## src/rtl/zd_pkg.sv

```systemverilog
package zd_pkg;
   localparam int unsigned ZD_NUM_OUT = 2;
   typedef enum logic {
      ZD_LVL_CLEAR  = 1'b0,
      ZD_LVL_DETECT = 1'b1
   } zd_level_e;
endpackage

```

## src/rtl/zd_run_counter.sv

```systemverilog
module zd_run_counter #(
   parameter int unsigned SAMPLE_W = 24,
   parameter int unsigned RUN_LEN  = 8192,
   localparam int unsigned CNT_W   = $clog2(RUN_LEN + 1)
) (
   input  logic                clk,
   input  logic                rst_n,
   input  logic                clr_i,
   input  logic                stb_i,
   input  logic [SAMPLE_W-1:0] sample_i,
   input  logic                pd_i,
   output logic                flag_o
);
   localparam logic [CNT_W-1:0] SAT = CNT_W'(RUN_LEN);

   logic [CNT_W-1:0] run_q;
   logic             live_data;

   assign live_data = (sample_i != '0) && !pd_i;

   always_ff @(posedge clk) begin
      if (!rst_n || clr_i) begin
         run_q <= '0;
      end else if (stb_i) begin
         if (live_data)        run_q <= '0;
         else if (run_q != SAT) run_q <= run_q + 1'b1;
      end
   end

   assign flag_o = (run_q == SAT);

   p_sat_bound_r1: assert property (@(posedge clk) disable iff (!rst_n)
      run_q <= SAT);
   p_clear_on_data_r2: assert property (@(posedge clk) disable iff (!rst_n)
      (stb_i && live_data) |=> !flag_o);
   p_no_stb_still_r10: assert property (@(posedge clk) disable iff (!rst_n)
      (!stb_i && !clr_i) |=> $stable(run_q));
endmodule

```

## src/rtl/zd_release_timer.sv

```systemverilog
module zd_release_timer #(
   parameter int unsigned HOLD_FRAMES = 4,
   localparam int unsigned HC_W       = $clog2(HOLD_FRAMES + 1)
) (
   input  logic clk,
   input  logic rst_n,
   input  logic run_i,
   input  logic stb_i,
   output logic force_o
);
   localparam logic [HC_W-1:0] DONE = HC_W'(HOLD_FRAMES);

   logic [HC_W-1:0] hold_q;

   always_ff @(posedge clk) begin
      if (!rst_n || !run_i)             hold_q <= '0;
      else if (stb_i && hold_q != DONE) hold_q <= hold_q + 1'b1;
   end

   assign force_o = !run_i || (hold_q != DONE);

   p_force_after_rise_r4: assert property (@(posedge clk) disable iff (!rst_n)
      (run_i && !$past(run_i)) |-> force_o);
   p_no_refire_r4: assert property (@(posedge clk) disable iff (!rst_n)
      (!force_o && run_i) |=> (!force_o || !run_i));
endmodule

```

## src/rtl/zd_group_and.sv

```systemverilog
module zd_group_and
   import zd_pkg::*;
#(
   parameter int unsigned NUM_CH = 8
) (
   input  logic [NUM_CH-1:0] flags_i,
   input  logic [NUM_CH-1:0] mask_i,
   input  logic              force_i,
   output zd_level_e         level_o
);
   logic all_sel_silent;

   assign all_sel_silent = &(flags_i | ~mask_i);

   always_comb begin
      if (force_i)                              level_o = ZD_LVL_DETECT;
      else if (mask_i != '0 && all_sel_silent)  level_o = ZD_LVL_DETECT;
      else                                      level_o = ZD_LVL_CLEAR;
   end
endmodule

```

## src/rtl/zd_detector.sv

```systemverilog
module zd_detector
   import zd_pkg::*;
#(
   parameter int unsigned NUM_CH      = 8,
   parameter int unsigned SAMPLE_W    = 24,
   parameter int unsigned RUN_LEN     = 8192,
   parameter int unsigned HOLD_FRAMES = 4,
   localparam int unsigned NUM_PAIR   = NUM_CH / 2
) (
   input  logic                       clk,
   input  logic                       rst_n,
   input  logic                       frame_stb,
   input  logic [NUM_CH*SAMPLE_W-1:0] samples,
   input  logic                       det_en,
   input  logic                       det_inv,
   input  logic                       soft_run,
   input  logic [NUM_PAIR-1:0]        pair_on,
   input  logic [NUM_CH-1:0]          mask_a,
   input  logic [NUM_CH-1:0]          mask_b,
   output logic                       zero_a,
   output logic                       zero_b
);
   initial begin
      assert (NUM_CH >= 2 && NUM_CH % 2 == 0) else $error("NUM_CH must be even and >= 2");
      assert (SAMPLE_W >= 1) else $error("SAMPLE_W must be >= 1");
      assert (RUN_LEN >= 1) else $error("RUN_LEN must be >= 1");
      assert (HOLD_FRAMES >= 1) else $error("HOLD_FRAMES must be >= 1");
   end

   logic [NUM_CH-1:0]     ch_flag;
   logic                  hold_force;
   logic                  all_down;
   logic [NUM_CH-1:0]     sel_mask [ZD_NUM_OUT];
   zd_level_e             grp_lvl  [ZD_NUM_OUT];
   logic [ZD_NUM_OUT-1:0] ind;

   assign sel_mask[0] = mask_a;
   assign sel_mask[1] = mask_b;
   assign all_down    = (pair_on == '0);

   for (genvar c = 0; c < NUM_CH; c++) begin : g_ch
      zd_run_counter #(
         .SAMPLE_W (SAMPLE_W),
         .RUN_LEN  (RUN_LEN)
      ) u_run (
         .clk      (clk),
         .rst_n    (rst_n),
         .clr_i    (!soft_run),
         .stb_i    (frame_stb),
         .sample_i (samples[c*SAMPLE_W +: SAMPLE_W]),
         .pd_i     (!pair_on[c/2]),
         .flag_o   (ch_flag[c])
      );
   end

   zd_release_timer #(
      .HOLD_FRAMES (HOLD_FRAMES)
   ) u_hold (
      .clk     (clk),
      .rst_n   (rst_n),
      .run_i   (soft_run),
      .stb_i   (frame_stb),
      .force_o (hold_force)
   );

   for (genvar g = 0; g < ZD_NUM_OUT; g++) begin : g_out
      zd_group_and #(
         .NUM_CH (NUM_CH)
      ) u_and (
         .flags_i (ch_flag),
         .mask_i  (sel_mask[g]),
         .force_i (hold_force),
         .level_o (grp_lvl[g])
      );
      assign ind[g] = (!det_en || all_down) ? 1'b0 : (grp_lvl[g] ^ det_inv);
   end

   assign zero_a = ind[0];
   assign zero_b = ind[1];

   p_en_low_r5: assert property (@(posedge clk) disable iff (!rst_n)
      !det_en |-> (!zero_a && !zero_b));
   p_all_down_low_r8: assert property (@(posedge clk) disable iff (!rst_n)
      (pair_on == '0) |-> (!zero_a && !zero_b));
   p_soft_reset_det_r3: assert property (@(posedge clk) disable iff (!rst_n)
      (!soft_run && det_en && !all_down) |-> (zero_a == !det_inv && zero_b == !det_inv));
   p_empty_mask_r7: assert property (@(posedge clk) disable iff (!rst_n)
      (!hold_force && mask_a == '0 && det_en && !all_down) |-> (zero_a == det_inv));
endmodule

```

## config.mk

```make
export PLATFORM = sky130hd
export DESIGN_NAME = zd_detector
export DESIGN_NICKNAME = d
export VERILOG_FILES = /design/src/rtl/zd_pkg.sv /design/src/rtl/zd_run_counter.sv /design/src/rtl/zd_release_timer.sv /design/src/rtl/zd_group_and.sv /design/src/rtl/zd_detector.sv
export SDC_FILE = /design/constraint.sdc
export NUM_CORES = 1
export LEC_CHECK = 0
export ABC_CLOCK_PERIOD_IN_PS = 5100
export BUFFER_PORTS_ARGS = -buffer_cell sky130_fd_sc_hd__buf_2
export CAP_MARGIN = 25
export CORE_MARGIN = 2
export CORE_UTILIZATION = 55
export DETAILED_ROUTE_END_ITERATION = 16
export GPL_TIMING_DRIVEN = 0
export PLACE_DENSITY_LB_ADDON = 0.3
export SLEW_MARGIN = 20
export SYNTH_ARGS = -nofsm -noshare
export SYNTH_HDL_FRONTEND = slang
export SYNTH_HIERARCHICAL = 1
export SYNTH_SLANG_ARGS = --single-unit
```

## constraint.sdc

```tcl
create_clock -name clk -period 5.1 [get_ports clk]
set_input_delay 0.765 -clock clk [delete_from_list [all_inputs] [get_ports clk]]
set_output_delay 0.765 -clock clk [all_outputs]
set_load 0.02 [all_outputs]
```

==> results.py, run 1 <==
metrics = {
    "cts": {
        "cts.clk_slew.worst_paths_ns": 0.05,
        "ctsLongestPathBuffers": 2,
        "tritoncts_clock_tree": "yes",
        "clock_insertion_delay_worst_skew_ns": 0.42,
        "postCtsSetupRepairBufs": 0,
        "clock-sinks": 115,
        "h-tree-depth": 4,
        "cts_root_buffer": "sky130_fd_sc_hd__clkbuf_16",
        "cts-buffers-inserted": 17,
        "post_cts_resized": 0,
        "holdBufCountCts": 0,
    },
    "timing": {
        "final.min_clock_period_ns": 3.59,
        "maxClockFrequency_mhz": 279,
        "rsz0062_at_grt": "no",
        "final.setup_skew_ns": 0.00780,
        "finalSetupViolCount": 0,
        "report.final.hold_viol_count": 0,
        "final_slew_viol_count": 0,
        "maxSlewHeadroom_pct": 42.7,
        "setup_total_negative_slack_ns": 0,
        "post-route-period-util_pct": 70.4,
        "timing_worst_slew_pin_value_ns": 0.860,
        "fin_ws_ns": 1.51,
    },
    "synth": {
        "synth_edf_count": 0,
        "syn-cell-area_sq_mm": 0.00788,
        "ys_warn_count": 6,
        "postSynthRegisterBits": 115,
        "asyncSetResetFlopFracSynth_pct": 0,
        "ys_seq_area_share_pct": 29.2,
        "dominantRegCellSynth": "sky130_fd_sc_hd__dfxtp_1",
        "mappedNetlistNets": 1231,
        "syn-mean-instance-area_sq_um": 7.91,
        "synthDistinctLibCells": 49,
        "postSynthCellCount": 995,
    },
    "finish": {
        "layout_common_cells": "227 x sky130_fd_sc_hd__buf_2, 131 x sky130_fd_sc_hd__nand2_1, 115 x sky130_fd_sc_hd__dfxtp_1, 53 x sky130_fd_sc_hd__inv_1, 52 x sky130_fd_sc_hd__nor4_1",
        "num-nets-final": 1469,
        "final_layout_size_suffix_gt1_share_pct": 25.9,
        "most_common_library_cell_in_the_layout_ignoring_fill_and_taps": "sky130_fd_sc_hd__buf_2",
        "post_layout_utilization_of_the_core_pct": 70.2,
        "syn2layout_area_growth_pct": 24.1,
    },
    "worst_hold_path": {
        "worstHoldPathCells": 1,
        "timing.hold.worst.start": "g_ch[1].u_run/run_q[13]",
        "hold_class": "reg -> reg",
        "worstHoldEndpoint": "g_ch[1].u_run/run_q[13]",
    },
    "critical_path": {
        "critPathSlowestCell": "sky130_fd_sc_hd__dfxtp_1",
        "critical_path.cell_chain": "inv_1 > ha_1 > nor4b_1 > nand4_1 > inv_1 > nor2b_4 > a2111oi_4 > a41o_1 > xnor2_1 > nor2_1 > buf_2",
        "path_max_fanout": 5,
        "worst-endpoint-arrival_ns": 2.82,
        "reg2reg_depth": 5,
        "path_common_cell": "sky130_fd_sc_hd__inv_1",
        "worst_ep_required_time_ns": 4.34,
        "r2r_start": "g_ch[0].u_run/run_q[2]",
        "slowest_delay_ns": 0.35,
        "critical_path.reg2reg.endpoint": "g_ch[0].u_run/run_q[11]",
        "timing_worst_setup_path_type": "reg -> out",
        "timing.critical_path.to_type": "output port",
        "worst_r2r_setup_slack_ns": 3.27,
        "kind_of_start_point_of_the_critical_path": "register",
    },
    "global_route": {
        "grt_first_pass_wirelength_mm": 36.1,
        "first_global_vias": 7904,
        "antenna_found_initial": 1,
        "grt_start_max_net_pins": 44,
        "grtUsageTotal_pct": 29.6,
        "global_route.overflow_total": 0,
    },
    "routing": {
        "routed_wirelength_mm": 22.9,
        "wl_per_cell_microns": 16.1,
        "post_drt_via_cell_ratio": 6.17,
        "drtAntennaViolNets": 0,
        "route.vias.total": 8803,
        "dr.first_iter.drc_count": 714,
        "drc_viols": 0,
        "drt_pre_antenna_iters": 5,
    },
    "die": {
        "die-height_microns": 124,
        "core_sq_mm": 0.0139,
        "chip_width_microns": 124,
        "io-pin-count": 220,
        "initial_util_pct": 56.5,
        "die_area_sq_mm": 0.0153,
        "rows": 43,
    },
    "place": {
        "routability_congestion_estimate": 0.889,
        "detailedPlacementHpwl_mm": 17.0,
        "place_ws_ns": 1.99,
        "number_of_i_o_port_buffers": 219,
    },
    "pwr": {
        "power_density_mw_per_mm2": 256,
        "cellLeakagePower_nw": 3.59,
        "vdd.ir_drop.worst_mv": 0.220,
    },
    "job": {
        "max-cap-violations": 0,
    },
    "status": {
        "status": "completed",
    },
}
layout make-up:
cell class | instances | area (sq um)
Clock inverter | 4 | 70.1
Timing Repair Buffer | 219 | 1100
Antenna cell | 1 | 2.50
Clock buffer | 28 | 507
Multi-Input combinational cell | 803 | 5270
Inverter | 53 | 199
Buffer | 24 | 100
Tap cell | 180 | 225
Fill cell | 1180 | 4160
Sequential cell | 115 | 2300
cell families (layout without fill, tap and decap cells):
| logic type | count (synthesis) | count (layout) | synth area share, % |
|---|---|---|---|
| AO/OA/AOI/OAI | 283 | 283 | 28.4 |
| XOR/XNOR | 2 | 2 | 0.222 |
| adder cells (fa/ha/maj) | 18 | 18 | 2.86 |
| buffers and inverters | 77 | 328 | 3.80 |
| flip-flops | 115 | 115 | 29.2 |
| multiplexers | 2 | 2 | 0.254 |
| other | 0 | 1 | 0 |
| AND/OR/NAND/NOR | 498 | 498 | 35.2 |
worst max-delay path by stage:
stage | startpoint | endpoint | slack (ns) | cells past startpoint
floorplan | g_ch[1].u_run/run_q[0] | zero_a | 2.33 | 10
global placement | g_ch[1].u_run/run_q[0] | zero_a | 2.05 | 11
detailed placement | g_ch[1].u_run/run_q[0] | zero_a | 1.99 | 11
CTS | g_ch[1].u_run/run_q[0] | zero_a | 1.51 | 11
global route | g_ch[1].u_run/run_q[1] | zero_b | 1.40 | 11
finish | g_ch[1].u_run/run_q[0] | zero_a | 1.51 | 11
critical path, delay by kind of cell, from the launching register on:
kind	cells	cell delay, ns
and+or+nand+nor	4	0.60
buffers and inverters	3	0.55
AOI/OAI and AO/OA	2	0.61
adders and majority gates	1	0.16
xor gates and xnor gates	1	0.13
DFF	1	0.35
state kept, by name (all words and copies together) (netlist names):
name / count
u_hold/hold_q: 3
g_ch.u_run/run_q: 112
per-layer routing:
metal	wire length [microns]	global-route usage [%]	share of wire, %
met5	0	0	0
met2	11100	50.2	48
met4	646	12.3	2.8
met3	1440	5.68	6.3
met1	9770	36.8	43
power by group:
| group | internal, mW | leakage [nW] | switching [mW] |
|---|---|---|---|
| Clock | 0.769 | 0.283 | 0.392 |
| Sequential | 0.935 | 0.928 | 0.0444 |
| Combinational | 0.165 | 2.38 | 0.198 |
cells in the mapped netlist (9+ instances only):
cell | count | area (sq um)
sky130_fd_sc_hd__nand2b_1 | 24 | 150
sky130_fd_sc_hd__nand4_1 | 24 | 150
sky130_fd_sc_hd__or3_2 | 16 | 120
sky130_fd_sc_hd__o21ai_0 | 24 | 120
sky130_fd_sc_hd__o31ai_1 | 24 | 180
sky130_fd_sc_hd__a31oi_1 | 40 | 250
sky130_fd_sc_hd__a21oi_1 | 45 | 225
sky130_fd_sc_hd__dfxtp_1 | 115 | 2300
sky130_fd_sc_hd__clkbuf_1 | 16 | 60.1
sky130_fd_sc_hd__nor4_1 | 52 | 325
sky130_fd_sc_hd__nor3_1 | 24 | 120
sky130_fd_sc_hd__nor4b_1 | 16 | 140
sky130_fd_sc_hd__o41ai_2 | 9 | 146
sky130_fd_sc_hd__inv_1 | 53 | 199
sky130_fd_sc_hd__and2_1 | 24 | 150
sky130_fd_sc_hd__nor2_1 | 50 | 188
sky130_fd_sc_hd__a21boi_0 | 16 | 120
sky130_fd_sc_hd__nor2b_1 | 24 | 150
sky130_fd_sc_hd__or3_1 | 16 | 100
sky130_fd_sc_hd__ha_1 | 18 | 225
sky130_fd_sc_hd__nand2_1 | 131 | 492
sky130_fd_sc_hd__nand3_1 | 44 | 220
sky130_fd_sc_hd__o211ai_1 | 40 | 300
through the flow:
step                      power, mW  std cells  cell area, sq um  hold WS (ns)
after CTS                      2.51       1426              9770         0.489
after detailed placement       1.35       1394              9200         0.472
after floorplan                1.20        995              7880         0.456
after global routing           2.61       1426              9770         0.518
final                          2.50       1427              9780         0.489
after global placement         1.34       1394              9200         0.474
(Power assumes the default switching activity.)
==> inputs of run 2 (changes only) <==
Settings changed: ABC_CLOCK_PERIOD_IN_PS 5100 to 2950, CORE_UTILIZATION 55 to 48.
Clock period 5.1 ns to 2.95 ns, I/O delays scaled along.
==> results.py, run 2 (synthesis results as in run 1) <==
metrics = {
    "cts": {
        "tritoncts_clock_tree": "yes",
        "cts.clk_slew.worst_paths_ns": 0.06,
        "cts-buffers-inserted": 17,
        "cts_root_buffer": "sky130_fd_sc_hd__clkbuf_16",
        "h-tree-depth": 4,
        "ctsLongestPathBuffers": 2,
        "clock-sinks": 115,
        "clock_insertion_delay_worst_skew_ns": 0.42,
    },
    "job": {
        "max-cap-violations": 0,
    },
    "critical_path": {
        "slowest_delay_ns": 0.35,
        "critical-path-top-delay-family": "compound AO/OA/AOI/OAI gates",
        "cp.depth": 11,
        "endpoint": "zero_b",
        "critPathSlowestCell": "sky130_fd_sc_hd__dfxtp_4",
        "reg2reg_depth": 18,
        "path_max_fanout": 3,
        "r2r_start": "g_ch[3].u_run/run_q[1]",
        "kind_of_start_point_of_the_critical_path": "register",
        "worst_ep_required_time_ns": 2.51,
        "timing_worst_setup_path_type": "reg -> out",
        "critical_path.cell_chain": "inv_4 > ha_4 > nor4b_4 > nand4_1 > inv_2 > nor2b_4 > a2111oi_4 > a41o_1 > xnor2_1 > nor2_1 > buf_4",
        "critical_path.reg2reg.endpoint": "g_ch[3].u_run/run_q[2]",
        "worst-endpoint-arrival_ns": 2.52,
        "cp.buffers_inverters": 3,
        "startpoint": "g_ch[1].u_run/run_q[0]",
        "worst_r2r_setup_slack_ns": 0.13,
        "timing.critical_path.to_type": "output port",
    },
    "routing": {
        "detailroute.wirelength.met3_mm": 1.89,
        "drc_viols": 0,
        "routedLengthMet1_mm": 10.2,
        "post_drt_via_cell_ratio": 5.96,
        "dr.first_iter.drc_count": 731,
        "route.vias.total": 8943,
        "dr.max_layer_used": "met4",
        "routed_wirelength_mm": 24.0,
        "routed_met2_length_mm": 11.6,
        "drt_pre_antenna_iters": 7,
        "drtAntennaViolNets": 0,
        "wl_per_cell_microns": 16.0,
    },
    "timing": {
        "final.setup_skew_ns": 0.00866,
        "final.min_clock_period_ns": 2.97,
        "maxClockFrequency_mhz": 337,
        "timing_worst_slew_pin_value_ns": 0.857,
        "finalSetupViolCount": 2,
        "post-route-period-util_pct": 101,
        "rsz0062_at_grt": "yes",
        "final_slew_viol_count": 0,
        "fin_ws_ns": -0.0169,
        "fin_worst_hold_slack_ns": 0.323,
        "maxSlewHeadroom_pct": 42.9,
        "report.final.hold_viol_count": 0,
    },
    "die": {
        "die-height_microns": 132,
        "rows": 46,
        "initial_util_pct": 49.4,
        "die_area_sq_mm": 0.0174,
        "chip_width_microns": 132,
        "core_sq_mm": 0.0159,
        "io-pin-count": 220,
    },
    "status": {
        "violations": "setup timing",
        "status": "complete, but fails checks",
    },
    "global_route": {
        "antenna_found_initial": 2,
        "grt_first_pass_wirelength_mm": 37.6,
        "grt_start_max_net_pins": 44,
        "first_global_vias": 7880,
        "grtUsageTotal_pct": 25.9,
        "global_route.overflow_total": 0,
    },
    "place": {
        "detailedPlacementHpwl_mm": 17.0,
        "place_ws_ns": 0.0843,
        "routability_congestion_estimate": 0.894,
        "number_of_i_o_port_buffers": 219,
        "place.detailed.instances": 1430,
    },
    "finish": {
        "stdcell_count": 1500,
        "layout_common_cells": "225 x sky130_fd_sc_hd__buf_2, 131 x sky130_fd_sc_hd__nand2_1, 106 x sky130_fd_sc_hd__dfxtp_1, 52 x sky130_fd_sc_hd__nor4_1, 50 x sky130_fd_sc_hd__nor2_1",
        "layout_top_registers": "g_ch.u_run/run_q x112, u_hold/hold_q x3",
        "post_layout_utilization_of_the_core_pct": 65.2,
        "num-nets-final": 1505,
        "regMostFlops": "g_ch.u_run/run_q",
        "syn2layout_area_growth_pct": 32.1,
        "final_layout_size_suffix_gt1_share_pct": 32.1,
        "most_common_library_cell_in_the_layout_ignoring_fill_and_taps": "sky130_fd_sc_hd__buf_2",
        "largest_register_ff_count": 112,
    },
    "pwr": {
        "power.share.clock_pct": 47.6,
        "sw_frac_of_total_pct": 25.8,
        "netSwitchingPower_mw": 1.25,
        "power_density_mw_per_mm2": 465,
        "p_comb_share_pct": 17.1,
        "p_int_mw": 3.59,
        "vdd.ir_drop.worst_mv": 0.505,
        "cellLeakagePower_nw": 3.87,
        "power_frac_seq_pct": 35.3,
    },
    "worst_hold_path": {
        "timing.hold.worst.start": "soft_run",
        "hold_class": "in -> reg",
    },
}
-- run 2: changes by cell type in the layout (fill, tap and decap cells not counted), moves of 5 or more --
| cell | change |
|---|---|
| sky130_fd_sc_hd__nor4b_4 | +5 |
| sky130_fd_sc_hd__dfxtp_1 | -9 |
| sky130_fd_sc_hd__nor4b_2 | +6 |
| sky130_fd_sc_hd__nor4b_1 | -11 |
| sky130_fd_sc_hd__inv_2 | +12 |
| sky130_fd_sc_hd__clkbuf_1 | -7 |
| sky130_fd_sc_hd__buf_4 | +38 |
| sky130_fd_sc_hd__dfxtp_4 | +5 |
| sky130_fd_sc_hd__inv_4 | +5 |
| sky130_fd_sc_hd__inv_1 | -17 |
| sky130_fd_sc_hd__clkinvlp_4 | +5 |
-- run 2: metrics by stage --
step / area (sq um) / TNS, ns / power (mW)
4_1_cts: 10200 / -0.0425 / 4.77
6_report: 10400 / -0.0250 / 4.83
5_1_grt: 10400 / -0.235 / 5.02
2_1_floorplan: 7880 / 0 / 2.07
3_3_place_gp: 9240 / 0 / 2.33
3_5_place_dp: 9240 / 0 / 2.35
-- run 2: layout make-up --
class | instances | area [sq um]
clock buffer | 19 | 453
timing repair buffer | 255 | 1370
inverter | 53 | 211
tap | 216 | 270
buffer | 24 | 100
multi-input combinational | 803 | 5460
antenna | 2 | 5.00
fill | 1341 | 5540
sequential | 115 | 2330
clock inverter | 13 | 206
-- run 2: worst min path at each step --
stage                                         end  slack (ns)  depth (start not counted)
after floorplan           g_ch[0].u_run/run_q[13]        0.46                          1
after global placement    g_ch[1].u_run/run_q[13]        0.47                          1
after detailed placement  g_ch[0].u_run/run_q[13]        0.48                          1
after CTS                        u_hold/hold_q[2]        0.31                          3
after global routing             u_hold/hold_q[2]        0.34                          3
final                            u_hold/hold_q[2]        0.32                          3
-- run 2: power by group through the flow --
stage | logic, mW | registers (mW) | clock network (mW)
6_report | 0.826 | 1.70 | 2.30
5_1_grt | 0.901 | 1.71 | 2.40
4_1_cts | 0.753 | 1.69 | 2.32
3_5_place_dp | 0.628 | 1.72 | 0
3_3_place_gp | 0.609 | 1.72 | 0
2_1_floorplan | 0.364 | 1.70 | 0
-- run 2: layer usage --
layer	track usage (%)	up-vias
li1	-	4367
met1	32.5	4174
met3	6.11	29
met4	7.61	0
met2	44.4	373
met5	0	-
-- run 2: worst reg2reg max path, cell delays in order, from the launching register on --
cell	delay [ns]
sky130_fd_sc_hd__dfxtp_4	0.37
sky130_fd_sc_hd__inv_4	0.06
sky130_fd_sc_hd__ha_4	0.12
sky130_fd_sc_hd__nor4b_4	0.20
sky130_fd_sc_hd__nand4_1	0.18
sky130_fd_sc_hd__buf_4	0.18
sky130_fd_sc_hd__buf_4	0.13
sky130_fd_sc_hd__buf_4	0.13
sky130_fd_sc_hd__buf_4	0.12
sky130_fd_sc_hd__buf_4	0.12
sky130_fd_sc_hd__buf_4	0.12
sky130_fd_sc_hd__buf_4	0.12
sky130_fd_sc_hd__buf_4	0.12
sky130_fd_sc_hd__buf_4	0.12
sky130_fd_sc_hd__buf_4	0.12
sky130_fd_sc_hd__buf_4	0.13
sky130_fd_sc_hd__and3_4	0.17
sky130_fd_sc_hd__nand2_4	0.10
sky130_fd_sc_hd__o32ai_1	0.08
-- run 2: what timing repair did --
action                     CTS  global route
buffers inserted            26            11
hold endpoints to repair     0             0
hold buffers                 0             0
pin swaps                    8            16
setup endpoints to repair    2             8
gates cloned                 0             0
resized for setup           40            27
==> inputs of run 3 (changes only) <==
Settings changed: RECOVER_POWER set to 25.
==> results.py, run 3 (synthesis results as in run 1) <==
metrics = {
    "status": {
        "status": "complete, but fails checks",
        "violations": "capacitance limit, slew limit, setup timing",
    },
    "finish": {
        "most_common_library_cell_in_the_layout_ignoring_fill_and_taps": "sky130_fd_sc_hd__buf_2",
        "num-nets-final": 1505,
        "layout_top_registers": "g_ch.u_run/run_q x112, u_hold/hold_q x3",
        "layout_common_cells": "224 x sky130_fd_sc_hd__buf_2, 133 x sky130_fd_sc_hd__nand2_1, 106 x sky130_fd_sc_hd__dfxtp_1, 52 x sky130_fd_sc_hd__nor4_1, 50 x sky130_fd_sc_hd__nor2_1",
        "largest_register_ff_count": 112,
        "regMostFlops": "g_ch.u_run/run_q",
        "syn2layout_area_growth_pct": 31.8,
        "post_layout_utilization_of_the_core_pct": 65.1,
        "final_layout_size_suffix_gt1_share_pct": 31.7,
    },
    "critical_path": {
        "cp.buffers_inverters": 4,
        "cp.depth": 12,
        "critical_path.reg2reg.endpoint": "g_ch[3].u_run/run_q[2]",
        "worst_r2r_setup_slack_ns": 0.14,
        "startpoint": "g_ch[6].u_run/run_q[1]",
        "endpoint": "zero_b",
        "worst-endpoint-arrival_ns": 2.55,
        "timing_worst_setup_path_type": "reg -> out",
        "slowest_delay_ns": 0.32,
        "worst_ep_required_time_ns": 2.51,
        "timing.critical_path.to_type": "output port",
        "kind_of_start_point_of_the_critical_path": "register",
        "path_max_fanout": 3,
        "r2r_start": "g_ch[3].u_run/run_q[1]",
        "reg2reg_depth": 18,
        "critical-path-top-delay-family": "buffers and inverters",
        "critPathSlowestCell": "sky130_fd_sc_hd__dfxtp_2",
        "critical_path.cell_chain": "inv_2 > ha_4 > nor4b_4 > nand4_1 > inv_2 > buf_4 > nor2b_1 > a2111oi_4 > a41o_1 > xnor2_1 > nor2_1 > buf_4",
    },
    "global_route": {
        "antenna_found_initial": 2,
        "grt_start_max_net_pins": 44,
        "global_route.overflow_total": 0,
        "grt_first_pass_wirelength_mm": 37.6,
        "first_global_vias": 7880,
        "grtUsageTotal_pct": 25.9,
    },
    "place": {
        "place_ws_ns": 0.0843,
        "detailedPlacementHpwl_mm": 17.0,
        "routability_congestion_estimate": 0.894,
        "number_of_i_o_port_buffers": 219,
    },
    "routing": {
        "drc_viols": 0,
        "drtAntennaViolNets": 0,
        "routed_wirelength_mm": 24.0,
        "dr.first_iter.drc_count": 800,
        "route.vias.total": 8992,
        "wl_per_cell_microns": 16.0,
        "post_drt_via_cell_ratio": 5.99,
        "drt_pre_antenna_iters": 7,
    },
    "timing": {
        "rsz0062_at_grt": "yes",
        "timing_worst_slew_pin_value_ns": 2.10,
        "finalSetupViolCount": 2,
        "final.setup_skew_ns": 0.00786,
        "report.final.hold_viol_count": 0,
        "maxSlewHeadroom_pct": -40.2,
        "setup_total_negative_slack_ns": -0.0455,
        "fin_ws_ns": -0.0408,
        "maxClockFrequency_mhz": 334,
        "post-route-period-util_pct": 101,
        "final_slew_viol_count": 44,
        "final.min_clock_period_ns": 2.99,
    },
    "die": {
        "die_area_sq_mm": 0.0174,
        "die-height_microns": 132,
        "rows": 46,
        "io-pin-count": 220,
        "initial_util_pct": 49.4,
        "core_sq_mm": 0.0159,
        "chip_width_microns": 132,
    },
    "cts": {
        "clock_insertion_delay_worst_skew_ns": 0.42,
        "ctsLongestPathBuffers": 2,
        "cts_root_buffer": "sky130_fd_sc_hd__clkbuf_16",
        "h-tree-depth": 4,
        "cts.clk_slew.worst_paths_ns": 0.06,
        "tritoncts_clock_tree": "yes",
        "cts-buffers-inserted": 17,
        "holdBufCountCts": 0,
        "clock-sinks": 115,
    },
    "job": {
        "max-cap-violations": 1,
    },
    "pwr": {
        "vdd.ir_drop.worst_mv": 0.506,
        "power_density_mw_per_mm2": 465,
        "cellLeakagePower_nw": 3.85,
    },
    "worst_hold_path": {
        "hold_class": "in -> reg",
    },
}
==> run 3: changes by cell type in the layout (fill, tap and decap cells not counted) <==
cell                       delta
sky130_fd_sc_hd__nand2_1      +2
sky130_fd_sc_hd__a21boi_0     +1
sky130_fd_sc_hd__a21boi_2     -1
sky130_fd_sc_hd__clkbuf_1     +1
sky130_fd_sc_hd__buf_2        -1
sky130_fd_sc_hd__nand2_4      -2
==> run 3: metal layers <==
layer	vias to the layer above	routed length [microns]	GRT usage, %
met4	0	409	7.61
met2	390	11500	44.4
met1	4199	10200	32.5
met3	35	1910	6.11
li1	4368	-	-
met5	-	0	0
==> run 3: worst min-delay path: stages <==
cell                      delay [ns]
sky130_fd_sc_hd__buf_2          0.14
sky130_fd_sc_hd__nand2_1        0.08
sky130_fd_sc_hd__nor3_2         0.04
==> run 3: metrics by stage <==
step                std cells  hold WS, ns  total power, mW  area [sq um]
floorplan                 995        0.456             2.07          7880
global placement         1430        0.470             2.33          9240
detailed placement       1430        0.481             2.35          9240
CTS                      1488        0.306             4.77         10200
global route             1498        0.341             5.02         10400
finish                   1500        0.327             4.83         10400
==> run 3: worst min path at each step <==
| stage | slack, ns | from | to | cells past startpoint |
|---|---|---|---|---|
| CTS | 0.31 | soft_run | u_hold/hold_q[2] | 3 |
| global placement | 0.47 | g_ch[1].u_run/run_q[13] | g_ch[1].u_run/run_q[13] | 1 |
| global route | 0.34 | soft_run | u_hold/hold_q[2] | 3 |
| floorplan | 0.46 | g_ch[0].u_run/run_q[13] | g_ch[0].u_run/run_q[13] | 1 |
| finish | 0.33 | soft_run | u_hold/hold_q[2] | 3 |
| detailed placement | 0.48 | g_ch[0].u_run/run_q[13] | g_ch[0].u_run/run_q[13] | 1 |
==> run 3: power by group <==
| part | total (mW) | leakage, nW | switching, mW | internal (mW) |
|---|---|---|---|---|
| sequential | 1.70 | 0.933 | 0.0720 | 1.63 |
| clock | 2.30 | 0.307 | 0.760 | 1.54 |
| combinational | 0.822 | 2.61 | 0.408 | 0.414 |
==> run 3: area by class of cell <==
type	instances	area, sq um
diodes	2	5.00
plain buffers	24	100
clock buffers	19	453
clock inverters	13	206
fillers	1346	5560
inverters	53	211
multi-input cells	803	5440
flip-flops and latches	115	2330
well taps	216	270
repair buffers	255	1370
==> run 3: what timing repair did <==
| item | 4_1_cts | 5_1_grt |
|---|---|---|
| gates resized for setup | 40 | 27 |
| setup buffers | 26 | 11 |
| endpoints found under the setup margin | 2 | 8 |
| hold endpoints to repair | 0 | 0 |
| pin swaps | 8 | 16 |
| cloned | 0 | 0 |
